[src/rtl/dsfc_pkg.sv]
// Shared types for the dual-sample failure counter.
// Assumes: two sampling points, early then late.
package dsfc_pkg;

    // Index of a sampling point in the failure vectors.
    typedef enum logic {
        PT_EARLY = 1'b0,
        PT_LATE  = 1'b1
    } sample_pt_e;

    localparam int NUM_PTS = 2;

    // Pair of captured tap values, one per sampling point.
    typedef struct packed {
        logic late;
        logic early;
    } tap_pair_t;

endpackage

[src/rtl/dsfc_sampler.sv]
// Captures the two strobe-latched taps on the local clock.
// On the next edge it compares each captured tap with the settled value.
// Assumes: the taps are stable at the local clock edge. The external
// strobes guarantee this by latching them well before the edge.
module dsfc_sampler
    import dsfc_pkg::*;
(
    input  logic               clk,
    input  logic               rst_n,
    input  logic               meas_en,
    input  logic               cnt_clr,
    input  logic               tap_early,
    input  logic               tap_late,
    input  logic               tap_final,
    output logic               stage_vld,
    output logic [NUM_PTS-1:0] miss
);

    tap_pair_t held;

    // Hold the taps and mark whether they belong to the window.
    always_ff @(posedge clk) begin
        if (!rst_n) begin
            held      <= '0;
            stage_vld <= 1'b0;
        end else begin
            held.early <= tap_early;
            held.late  <= tap_late;
            stage_vld  <= meas_en & ~cnt_clr;
        end
    end

    // Flag a failure at each point whose sample differs from the settled value.
    always_comb begin
        miss           = '0;
        miss[PT_EARLY] = stage_vld & (held.early ^ tap_final);
        miss[PT_LATE]  = stage_vld & (held.late  ^ tap_final);
    end

endmodule

[src/rtl/dsfc_sat_counter.sv]
// Saturating up-counter with a synchronous clear.
// Assumes: clear takes priority over increment.
module dsfc_sat_counter #(
    parameter int W = 16
) (
    input  logic         clk,
    input  logic         rst_n,
    input  logic         clr,
    input  logic         inc,
    output logic [W-1:0] cnt
);

    localparam logic [W-1:0] TOP = {W{1'b1}};

    // Count events, stopping at the all-ones value.
    always_ff @(posedge clk) begin
        if (!rst_n || clr) begin
            cnt <= '0;
        end else if (inc && (cnt != TOP)) begin
            cnt <= cnt + 1'b1;
        end
    end

endmodule

[src/rtl/dsfc_snapshot.sv]
// Output register loaded from a live count on request.
// Assumes: the request is one local-clock cycle wide or level, either works.
module dsfc_snapshot #(
    parameter int W = 16
) (
    input  logic         clk,
    input  logic         rst_n,
    input  logic         load,
    input  logic [W-1:0] d,
    output logic [W-1:0] q
);

    // Copy the live value when asked, hold it otherwise.
    always_ff @(posedge clk) begin
        if (!rst_n) begin
            q <= '0;
        end else if (load) begin
            q <= d;
        end
    end

endmodule

[src/rtl/dual_sample_fail_counter.sv]
// Counts synchronizer failures at two resolution times and the enabled
// cycles, and presents a consistent snapshot of the three counts.
// Assumes: the strobe spacing is set outside the block, and any spacing
// is accepted. HAS_CYCLE = 0 removes the cycle counter.
module dual_sample_fail_counter
    import dsfc_pkg::*;
#(
    parameter int FAIL_W    = 16,
    parameter int CYC_W     = 24,
    parameter bit HAS_CYCLE = 1'b1
) (
    input  logic              clk,
    input  logic              rst_n,
    input  logic              meas_en,
    input  logic              cnt_clr,
    input  logic              snap_req,
    input  logic              tap_early,
    input  logic              tap_late,
    input  logic              tap_final,
    output logic [FAIL_W-1:0] snap_fail_early,
    output logic [FAIL_W-1:0] snap_fail_late,
    output logic [CYC_W-1:0]  snap_cycles
);

    logic                stage_vld;
    logic [NUM_PTS-1:0]  miss;
    logic [FAIL_W-1:0]   fail_cnt  [NUM_PTS];
    logic [FAIL_W-1:0]   fail_snap [NUM_PTS];
    logic [CYC_W-1:0]    cyc_cnt;

    dsfc_sampler u_sampler (
        .clk       (clk),
        .rst_n     (rst_n),
        .meas_en   (meas_en),
        .cnt_clr   (cnt_clr),
        .tap_early (tap_early),
        .tap_late  (tap_late),
        .tap_final (tap_final),
        .stage_vld (stage_vld),
        .miss      (miss)
    );

    // One failure counter and one snapshot register per sampling point.
    for (genvar p = 0; p < NUM_PTS; p++) begin : g_pt
        dsfc_sat_counter #(.W(FAIL_W)) u_cnt (
            .clk   (clk),
            .rst_n (rst_n),
            .clr   (cnt_clr),
            .inc   (miss[p]),
            .cnt   (fail_cnt[p])
        );
        dsfc_snapshot #(.W(FAIL_W)) u_snap (
            .clk   (clk),
            .rst_n (rst_n),
            .load  (snap_req),
            .d     (fail_cnt[p]),
            .q     (fail_snap[p])
        );
    end

    // Optional observation-window counter.
    if (HAS_CYCLE) begin : g_cyc
        dsfc_sat_counter #(.W(CYC_W)) u_cnt (
            .clk   (clk),
            .rst_n (rst_n),
            .clr   (cnt_clr),
            .inc   (stage_vld),
            .cnt   (cyc_cnt)
        );
        dsfc_snapshot #(.W(CYC_W)) u_snap (
            .clk   (clk),
            .rst_n (rst_n),
            .load  (snap_req),
            .d     (cyc_cnt),
            .q     (snap_cycles)
        );
    end else begin : g_nocyc
        assign cyc_cnt     = '0;
        assign snap_cycles = '0;
    end

    assign snap_fail_early = fail_snap[PT_EARLY];
    assign snap_fail_late  = fail_snap[PT_LATE];

endmodule

[config.mk]
export PLATFORM = sky130hd
export DESIGN_NAME = dual_sample_fail_counter
export DESIGN_NICKNAME = d
export VERILOG_FILES = /design/src/rtl/dsfc_pkg.sv /design/src/rtl/dsfc_sampler.sv /design/src/rtl/dsfc_sat_counter.sv /design/src/rtl/dsfc_snapshot.sv /design/src/rtl/dual_sample_fail_counter.sv
export SDC_FILE = /design/constraint.sdc
export NUM_CORES = 1
export LEC_CHECK = 0
export BUFFER_PORTS_ARGS = -buffer_cell sky130_fd_sc_hd__buf_2
export CAP_MARGIN = 5
export CORE_AREA = 4 4 102 143
export DETAILED_ROUTE_END_ITERATION = 10
export DIE_AREA = 0 0 106 147
export PLACE_DENSITY = 0.62
export SYNTH_ARGS = -nofsm -noshare
export SYNTH_HDL_FRONTEND = slang
export SYNTH_HIERARCHICAL = 1
export SYNTH_SLANG_ARGS = --single-unit
[constraint.sdc]
create_clock -name clk -period 3.52 [get_ports clk]
set_input_delay 0.176 -clock clk [delete_from_list [all_inputs] [get_ports clk]]
set_output_delay 0.176 -clock clk [all_outputs]
set_load 0.03 [all_outputs]
==> impl_metrics.py, run 1 <==
metrics = {
    "pwr": {
        "swShare": 0.226,
        "intPower_mw": 2.25,
        "power_frac_comb": 0.029,
        "seqPwrFrac": 0.449,
        "p_per_area_nw_per_um2": 469,
        "p_clk_frac": 0.522,
        "p_switching_uw": 658,
        "peakVddDrop_mv": 0.280,
        "p_leak_nw": 2.45,
    },
    "worst_hold_path": {
        "min_from": "meas_en",
        "min_path_type": "input pin to register",
    },
    "die": {
        "initial_core_util": 0.397,
        "die_x_um": 106,
        "die_area_um2": 15600,
        "die_y_um": 147,
        "core_um2": 13300,
        "rows": 50,
        "io_pins": 64,
    },
    "route": {
        "drt_iter0_markers": 166,
        "wl_per_cell_um": 14.8,
        "vias": 4131,
        "vias_per_cell": 5.30,
        "wirelength_um": 11600,
        "first_pass_iters": 5,
        "ant_nets": 0,
        "drc_errors": 0,
    },
    "critical_path": {
        "worstSetupStartpoint": "g_cyc.u_cnt/cnt[0]",
        "startpoint_type": "register",
        "cp-end-kind": "register",
        "r2r-start": "g_cyc.u_cnt/cnt[0]",
        "cp_max_fo": 17,
        "cp.arrival_ns": 2.63,
        "path_class": "register to register",
        "critPathRequiredTime_ns": 3.87,
    },
    "clock_network": {
        "clkTransAtPathRegs_ns": 0.05,
        "clockRootBuffer": "clkbuf_16",
        "post_cts_buffers": 0,
        "numCtsBuffers": 17,
        "cts_num_sinks": 115,
        "cts_resized": 0,
        "worstSkewPairLatency_ns": 0.41,
        "hold_buffers": 2,
        "cts_max_path_buffers": 2,
        "htree_levels": 4,
        "cts_tree": "yes",
    },
    "timing": {
        "slew_violations": 0,
        "fin_skew_ns": 0.00963,
        "fin_tns_setup_ns": 0,
        "slew_headroom": 0.352,
        "period_share": 0.646,
        "max_freq_mhz": 440,
        "setup_ws_ns": 1.25,
        "grt_setup_unrepaired": "no",
        "worst_slew_pin_slew_ns": 0.965,
        "finalHoldViolations": 0,
        "final.min_clock_period_ns": 2.27,
        "finalSetupViolCount": 0,
    },
    "grt": {
        "grt_use_met2": 0.264,
        "top_usage_layer": "met2",
        "gr-usage-all-layers": 0.153,
        "grt_pass1_vias": 3889,
        "overflow": 0,
        "met3_usage": 0.0462,
        "grt_max_degree": 57,
        "grt_pass1_wl_um": 19200,
        "met1_usage": 0.174,
        "antenna_found_initial": 0,
    },
    "placed_design": {
        "place_ws_ns": 1.27,
        "dp_hpwl_um": 7630,
        "place_congestion": 0.794,
        "place_area_um2": 5650,
        "port_buffers": 63,
    },
    "synth": {
        "synth-seq-cells": 115,
        "syn_nets": 530,
        "syn_inst": 519,
        "synth.avg_cell_area_um2": 10.1,
        "yosysSeqAreaShare": 0.438,
        "ys.flop_type": "dfxtp_1",
        "synth-warning-count": 6,
        "synth_edf_count": 0,
        "syn_area_um2": 5260,
        "ys_types": 50,
        "async_flop_share": 0,
    },
    "final_layout": {
        "multi_input_area_um2": 2770,
        "area_growth_pct": 17.9,
        "n_fill_cell": 1310,
        "final_util": 0.468,
        "drive_above_1_share": 0.204,
        "final_cell_mix": "115 x dfxtp_1, 62 x buf_2, 59 x nor2b_1",
        "final_common_cell": "dfxtp_1",
        "regArea_um2": 2300,
        "antenna_cells": 0,
        "postLayoutCellArea_um2": 6200,
        "num-nets-final": 595,
    },
    "run": {
        "drv_cap": 0,
    },
    "status": {
        "status": "completed",
    },
}
## metrics by stage
stage	hold WS (ns)	cells	total power, mW
2_1_floorplan	0.298	519	1.41
3_3_place_gp	0.390	745	1.42
3_5_place_dp	0.393	745	1.42
4_1_cts	0.0257	779	2.96
5_1_grt	0.0432	779	3.04
6_report	0.0358	779	2.91
## cells in the mapped netlist, types with 5 or more instances
cell type | instances | area (um2)
nand2b_1 | 5 | 31.3
mux2i_1 | 58 | 581
nand3_1 | 15 | 75.1
xnor2_1 | 16 | 140
o21ai_0 | 7 | 35.0
nor2_1 | 28 | 105
and2_1 | 11 | 68.8
a31oi_1 | 9 | 56.3
nand4_1 | 12 | 75.1
or4_1 | 8 | 60.1
nand2_1 | 29 | 109
a211oi_1 | 6 | 45.0
a21oi_1 | 17 | 85.1
o311ai_1 | 6 | 52.6
xor2_1 | 7 | 61.3
o21ai_1 | 6 | 30.0
clkbuf_1 | 12 | 45.0
dfxtp_1 | 115 | 2300
or3_1 | 5 | 31.3
and4_1 | 12 | 105
nor2b_1 | 59 | 369
o41ai_1 | 6 | 52.6
nand4_2 | 7 | 87.6
o31ai_1 | 8 | 60.1
## critical path, cell delays in order, from the launching register on
cell	delay [ns]
dfxtp_1	0.38
ha_1	0.26
nand3_1	0.16
nor4_4	0.76
a211oi_1	0.28
a31oi_1	0.26
a41o_1	0.12
## registers in the layout, summed over array words and instances, names as in the netlist
| name | cells |
|---|---|
| u_sampler/stage_vld | 1 |
| g_cyc.u_snap/q | 24 |
| g_pt.u_snap/q | 32 |
| u_sampler/held | 2 |
| g_cyc.u_cnt/cnt | 24 |
| g_pt.u_cnt/cnt | 32 |
## cell families after synthesis
kind of cell	count (synthesis)	share of synthesized area
simple gates	214	0.258
flops	115	0.438
compound gates	81	0.113
mux	58	0.110
buf+inv	25	0.0350
xor+xnor	23	0.0383
fa+ha+maj	3	0.00714
## worst paths after layout
check	slack (ns)	to	cells after the start
setup / recovery	1.25	g_cyc.u_cnt/cnt[10]	6
hold / removal	0.04	u_sampler/stage_vld	2
setup reg to reg	1.25	g_cyc.u_cnt/cnt[10]	6
hold reg to reg	0.50	g_pt[0].u_cnt/cnt[1]	2
## area by class of cell
cell class,instances,share of cell area
clock buffer,20,0.0720
clock inverter,12,0.0137
inverter,4,0.00242
multi-input combinational,379,0.447
sequential,115,0.371
tap,182,0.0367
timing repair buffer,67,0.0569
## routing by layer
| layer | part of all wire | wire (um) | vias up |
|---|---|---|---|
| met4 | 0.018 | 205 | 0 |
| li1 | - | - | 2051 |
| met3 | 0.046 | 531 | 21 |
| met5 | 0 | 0 | - |
| met2 | 0.52 | 5970 | 100 |
| met1 | 0.42 | 4850 | 1959 |
## power groups by stage
stage	clock network [mW]	registers (mW)	logic (mW)
5_1_grt	1.64	1.31	0.0922
3_5_place_dp	0	1.34	0.0848
2_1_floorplan	0	1.34	0.0711
6_report	1.52	1.31	0.0839
4_1_cts	1.57	1.31	0.0864
3_3_place_gp	0	1.34	0.0826
Power figures use the tool's default switching activity.
==> run 2, diff against run 1 <==
PLACE_DENSITY = 0.64   (was 0.62)
clock period = 2 ns   (was 3.52 ns; I/O delays follow)
==> run 2 against run 1 <==
  * Final area up 4.6%
  * Combinational power grew 86%
  * Power grew 90%
  * Worst hold slack better by 0.045 ns
  * First-iteration DRC count down 39%
  * Clock skew is essentially flat
  * Global-route usage up 0.13 points
  * Critical path depth fell by 1
  * Non-clock buffer count up 26
  * Critical path type unchanged
==> impl_metrics.py, run 2 (synthesized netlist as in run 1, its figures left out) <==
metrics = {
    "critical_path": {
        "cp_max_fo": 4,
        "ff2ff_setup_slack_ns": 0.1,
        "cp_slowest_cell": "or4_4",
        "cp-end-kind": "register",
        "cp.arrival_ns": 2.19,
        "path_class": "register to register",
        "cp_slowest_stage_delay_ns": 0.55,
        "critPathTopFamily": "simple AND/OR/NAND/NOR gates",
        "startpoint_type": "register",
        "crit_chain": "nand4_2 > or4_4 > a2111oi_2 > xnor2_1 > nor2_1",
        "critPathRequiredTime_ns": 2.29,
        "crit_buf_inv": 0,
    },
    "route": {
        "vias": 4183,
        "drc_errors": 0,
        "first_pass_iters": 4,
        "drt_iter0_markers": 101,
        "vias_per_cell": 5.20,
        "wirelength_um": 11700,
        "ant_nets": 0,
        "wl_per_cell_um": 14.5,
    },
    "die": {
        "die_x_um": 106,
        "io_pins": 64,
        "die_y_um": 147,
        "initial_core_util": 0.397,
        "core_um2": 13300,
        "rows": 50,
        "die_area_um2": 15600,
    },
    "clock_network": {
        "worstSkewPairLatency_ns": 0.41,
        "clkTransAtPathRegs_ns": 0.05,
        "cts_max_path_buffers": 2,
        "cts_tree": "yes",
        "htree_levels": 4,
        "numCtsBuffers": 17,
        "cts_num_sinks": 115,
        "clockRootBuffer": "clkbuf_16",
    },
    "final_layout": {
        "antenna_cells": 0,
        "num-nets-final": 621,
        "final_cells": 805,
        "top_regs": "g_pt.u_cnt/cnt: 32 flops, g_pt.u_snap/q: 32 flops",
        "area_growth_pct": 23.3,
        "final_common_cell": "dfxtp_1",
        "drive_above_1_share": 0.238,
        "n_fill_cell": 1259,
        "final_cell_mix": "114 x dfxtp_1, 63 x buf_2, 59 x nor2b_1",
        "postLayoutCellArea_um2": 6490,
    },
    "timing": {
        "fin_tns_setup_ns": 0,
        "max_freq_mhz": 526,
        "finalSetupViolCount": 0,
        "slew_headroom": 0.615,
        "grt_setup_unrepaired": "no",
        "slew_violations": 0,
        "worst_slew_pin_slew_ns": 0.577,
        "fin_skew_ns": 0.00998,
        "finalHoldViolations": 0,
        "period_share": 0.950,
        "final.min_clock_period_ns": 1.90,
    },
    "placed_design": {
        "dp_cells": 769,
        "port_buffers": 63,
        "place_congestion": 0.877,
        "place_area_um2": 5840,
        "dp_hpwl_um": 7980,
    },
    "status": {
        "status": "completed",
    },
    "grt": {
        "gr-usage-all-layers": 0.154,
        "grt_pass1_wl_um": 19600,
        "grt_max_degree": 57,
        "overflow": 0,
        "antenna_found_initial": 0,
        "grt_pass1_vias": 4079,
    },
    "worst_hold_path": {
        "min_path_type": "input pin to register",
    },
    "pwr": {
        "peakVddDrop_mv": 0.519,
        "p_per_area_nw_per_um2": 853,
        "power.total_mw": 5.54,
        "p_leak_nw": 2.63,
    },
    "run": {
        "drv_cap": 0,
    },
}
[run 2: cell types whose count changed in the layout (fill, tap and decap cells not counted), moves of 2 or more]
cell	previous run	this run
buf_4	3	26
bufinv_16	0	3
clkbuf_8	1	3
clkinv_4	3	0
[run 2: metrics by stage]
stage	util	hold WS (ns)	worst slack (ns)
after floorplan	-	0.222	0.150
after global placement	0.440	0.314	0.150
after detailed placement	0.440	0.322	0.0705
after CTS	0.488	0.0656	0.0222
after global routing	0.489	0.0803	0.00402
final	0.489	0.0810	0.0998
[run 2: worst paths after layout]
path,startpoint,to,cells past startpoint
worst min register to register,g_cyc.u_snap/q[7],g_cyc.u_snap/q[7],2
worst max register to register,g_cyc.u_cnt/cnt[10],g_cyc.u_cnt/cnt[23],5
worst min-delay path,cnt_clr,u_sampler/stage_vld,2
worst max-delay path,g_cyc.u_cnt/cnt[10],g_cyc.u_cnt/cnt[23],5
[run 2: layer usage]
metal	routed length, um	global-route usage
met5	0	0
met3	481	0.0466
met2	6000	0.264
met1	5050	0.181
met4	151	0.0564
[run 2: cell type report]
type                            count  area, um2  share of cell area
Tap cell                          182        228              0.0351
Clock inverter                      9        128              0.0197
Timing Repair Buffer               93        561              0.0864
Clock buffer                       23        478              0.0737
Inverter                            4       15.0             0.00231
Multi-Input combinational cell    379       2780               0.428
Sequential cell                   115       2300               0.355
[run 2: report_power, final]
group	total (mW)	leakage (nW)	internal (mW)	switching, mW
logic	0.156	1.41	0.0678	0.0878
clock network	3.08	0.289	2.05	1.03
registers	2.30	0.927	2.30	0.00326
[run 2: what timing repair did]
| action | in CTS | in global routing |
|---|---|---|
| hold buffers | 3 | 0 |
| hold endpoints to repair | 3 | 0 |
| buffers inserted | 0 | 1 |
| resized for setup | 0 | 2 |
| endpoints found under the setup margin | 0 | 4 |
[run 2: worst reg2reg max path: stages (launching register included)]
cell and delay [ns]:
dfxtp_1 0.40, nand4_2 0.15, or4_4 0.55, a2111oi_2 0.46
xnor2_1 0.17, nor2_1 0.06
==> run 3, diff against run 2 <==
CORE_AREA = 4 4 96 144   (was 4 4 102 143)
DIE_AREA = 0 0 100 148   (was 0 0 106 147)
SYNTH_HIERARCHICAL = not set   (was 1)
==> run 3 against run 2 <==
  * Synthesized cell count increased by 0.19%
  * Sequential power hardly changed
  * Maximum frequency is 0.38% higher
  * Count of clock-buffer cells in the layout is 2 lower
  * Die area shrank 5.0%
  * Sequential share of layout area up 0.92 points
  * Global-route usage grew 0.65 points
  * Via count shrank 3.7%
  * First-iteration DRC count rose by 22%
  * Setup slack gained 0.0072 ns
  * Cell count fell by 1.9%
==> impl_metrics.py, run 3 <==
metrics = {
    "synth": {
        "yosysMostFrequentCell": "dfxtp_1",
        "async_flop_share": 0,
        "synth_area_leaders": "dfxtp_1 47%, mux2i_1 11%, nor2b_1 7.2%",
        "synth_top_area_frac": 0.466,
        "synth-warning-count": 0,
        "ys.flop_type": "dfxtp_1",
        "synth_edf_count": 0,
        "synth-seq-cells": 115,
        "syn_nets": 531,
        "ys_types": 46,
        "yosys.area.top_type": "dfxtp_1",
        "yosysSeqAreaShare": 0.466,
        "syn_inst": 520,
        "syn_area_um2": 4940,
        "yosys-top-cells-count": "115 x dfxtp_1, 57 x nor2b_1, 56 x mux2i_1, 50 x nor2_1, 30 x xnor2_1",
        "synth.avg_cell_area_um2": 9.50,
    },
    "timing": {
        "finalSetupViolCount": 0,
        "slew_violations": 0,
        "fin_skew_ns": 0.00778,
        "grt_setup_unrepaired": "no",
        "finalHoldViolations": 0,
        "final.min_clock_period_ns": 1.89,
        "worst_slew_pin_slew_ns": 0.600,
        "period_share": 0.946,
        "timing.hold.ws_ns": 0.0837,
        "max_freq_mhz": 528,
        "fin_tns_setup_ns": 0,
        "slew_headroom": 0.597,
    },
    "status": {
        "status": "completed",
    },
    "grt": {
        "antenna_found_initial": 0,
        "grt_max_degree": 57,
        "grt_pass1_vias": 4081,
        "gr-usage-all-layers": 0.161,
        "overflow": 0,
        "grt_pass1_wl_um": 19000,
    },
    "clock_network": {
        "numCtsBuffers": 17,
        "cts_max_path_buffers": 2,
        "cts_tree": "yes",
        "clkTransAtPathRegs_ns": 0.06,
        "htree_levels": 4,
        "worstSkewPairLatency_ns": 0.41,
        "cts_num_sinks": 115,
        "clockRootBuffer": "clkbuf_16",
    },
    "final_layout": {
        "antenna_cells": 0,
        "drive_above_1_share": 0.232,
        "area_growth_pct": 28.0,
        "num-nets-final": 632,
        "final_common_cell": "dfxtp_1",
        "top_regs": "g_pt.u_cnt.cnt: 32 flops, g_pt.u_snap.q: 32 flops",
        "final_cell_mix": "115 x dfxtp_1, 63 x buf_2, 57 x nor2b_1",
    },
    "worst_hold_path": {
        "min_path_type": "input pin to register",
    },
    "die": {
        "die_x_um": 100,
        "core_um2": 12400,
        "die_area_um2": 14800,
        "initial_core_util": 0.397,
        "rows": 50,
        "die_y_um": 148,
        "io_pins": 64,
    },
    "critical_path": {
        "path_class": "register to register",
        "cp-end-kind": "register",
        "critPathRequiredTime_ns": 2.30,
        "cp_max_fo": 10,
        "startpoint_type": "register",
        "cp.arrival_ns": 2.19,
    },
    "route": {
        "wirelength_um": 11200,
        "drc_errors": 0,
        "ant_nets": 0,
        "first_pass_iters": 6,
        "vias": 4030,
        "drt_iter0_markers": 123,
        "wl_per_cell_um": 14.1,
        "vias_per_cell": 5.10,
    },
    "run": {
        "drv_cap": 0,
    },
    "placed_design": {
        "place_congestion": 0.927,
        "dp_hpwl_um": 7980,
        "port_buffers": 63,
    },
    "pwr": {
        "p_leak_nw": 2.43,
        "peakVddDrop_mv": 0.591,
        "p_per_area_nw_per_um2": 861,
    },
}
run 3: path summary, 6_finish.rpt:
| path | from | endpoint | slack (ns) | depth (start not counted) |
|---|---|---|---|---|
| setup / recovery | g_cyc.u_cnt.cnt[9] | g_cyc.u_cnt.cnt[19] | 0.11 | 6 |
| hold / removal | cnt_clr | g_pt[0].u_cnt.cnt[12] | 0.08 | 3 |
| setup reg to reg | g_cyc.u_cnt.cnt[9] | g_cyc.u_cnt.cnt[19] | 0.11 | 6 |
| hold reg to reg | g_cyc.u_snap.q[3] | g_cyc.u_snap.q[3] | 0.50 | 2 |
run 3: report_power, final:
part           switching, mW  total [mW]  internal [mW]  leakage (nW)
logic                 0.0836       0.147         0.0634          1.23
clock network           1.06        2.99           1.93         0.278
registers            0.00311        2.30           2.30         0.927
run 3: what timing repair did:
action	4_1_cts	5_1_grt
hold buffers	3	0
hold endpoints to repair	3	0
buffers inserted	0	1
resized for setup	0	4
setup endpoints to repair	0	13
run 3: layer usage:
metal	vias to the layer above	GRT usage	routed length (um)
met5	-	0	0
met3	28	0.0567	444
li1	2036	-	-
met4	0	0.0742	293
met2	82	0.283	5950
met1	1884	0.168	4460
run 3: area by class of cell:
type	count	area, um2
clock inverter	11	129
sequential	115	2300
multi-input combinational	378	2540
timing repair buffer	106	671
clock buffer	21	470
inverter	3	11.3
fill	1154	6130
tap	156	195
run 3: critical path, stage by stage (launching register included):
cell	delay (ns)
dfxtp_1	0.33
nand4_1	0.18
or4_1	0.55
buf_4	0.19
o211ai_1	0.29
xor2_1	0.18
nor2_1	0.05
run 3: kinds of logic (layout without fill, tap and decap cells):
logic type / count (synthesis) / in the layout / share of synthesized area
simple gates: 238 / 238 / 0.266
buf+inv: 27 / 141 / 0.0233
flops: 115 / 115 / 0.466
fa+ha+maj: 3 / 3 / 0.00760
compound gates: 40 / 40 / 0.0507
mux: 56 / 56 / 0.114
xor+xnor: 41 / 41 / 0.0727
run 3: stage by stage:
stage | area (um2) | power, mW | cells | util | setup slack, ns
after floorplan | 4940 | 2.46 | 520 | - | 0.121
after global placement | 5650 | 2.49 | 754 | 0.454 | 0.0829
after detailed placement | 5650 | 2.49 | 754 | 0.454 | 0.0415
after CTS | 6280 | 5.51 | 789 | 0.505 | 0.00678
after global routing | 6320 | 5.62 | 790 | 0.508 | 0.0153
final | 6320 | 5.44 | 790 | 0.508 | 0.107
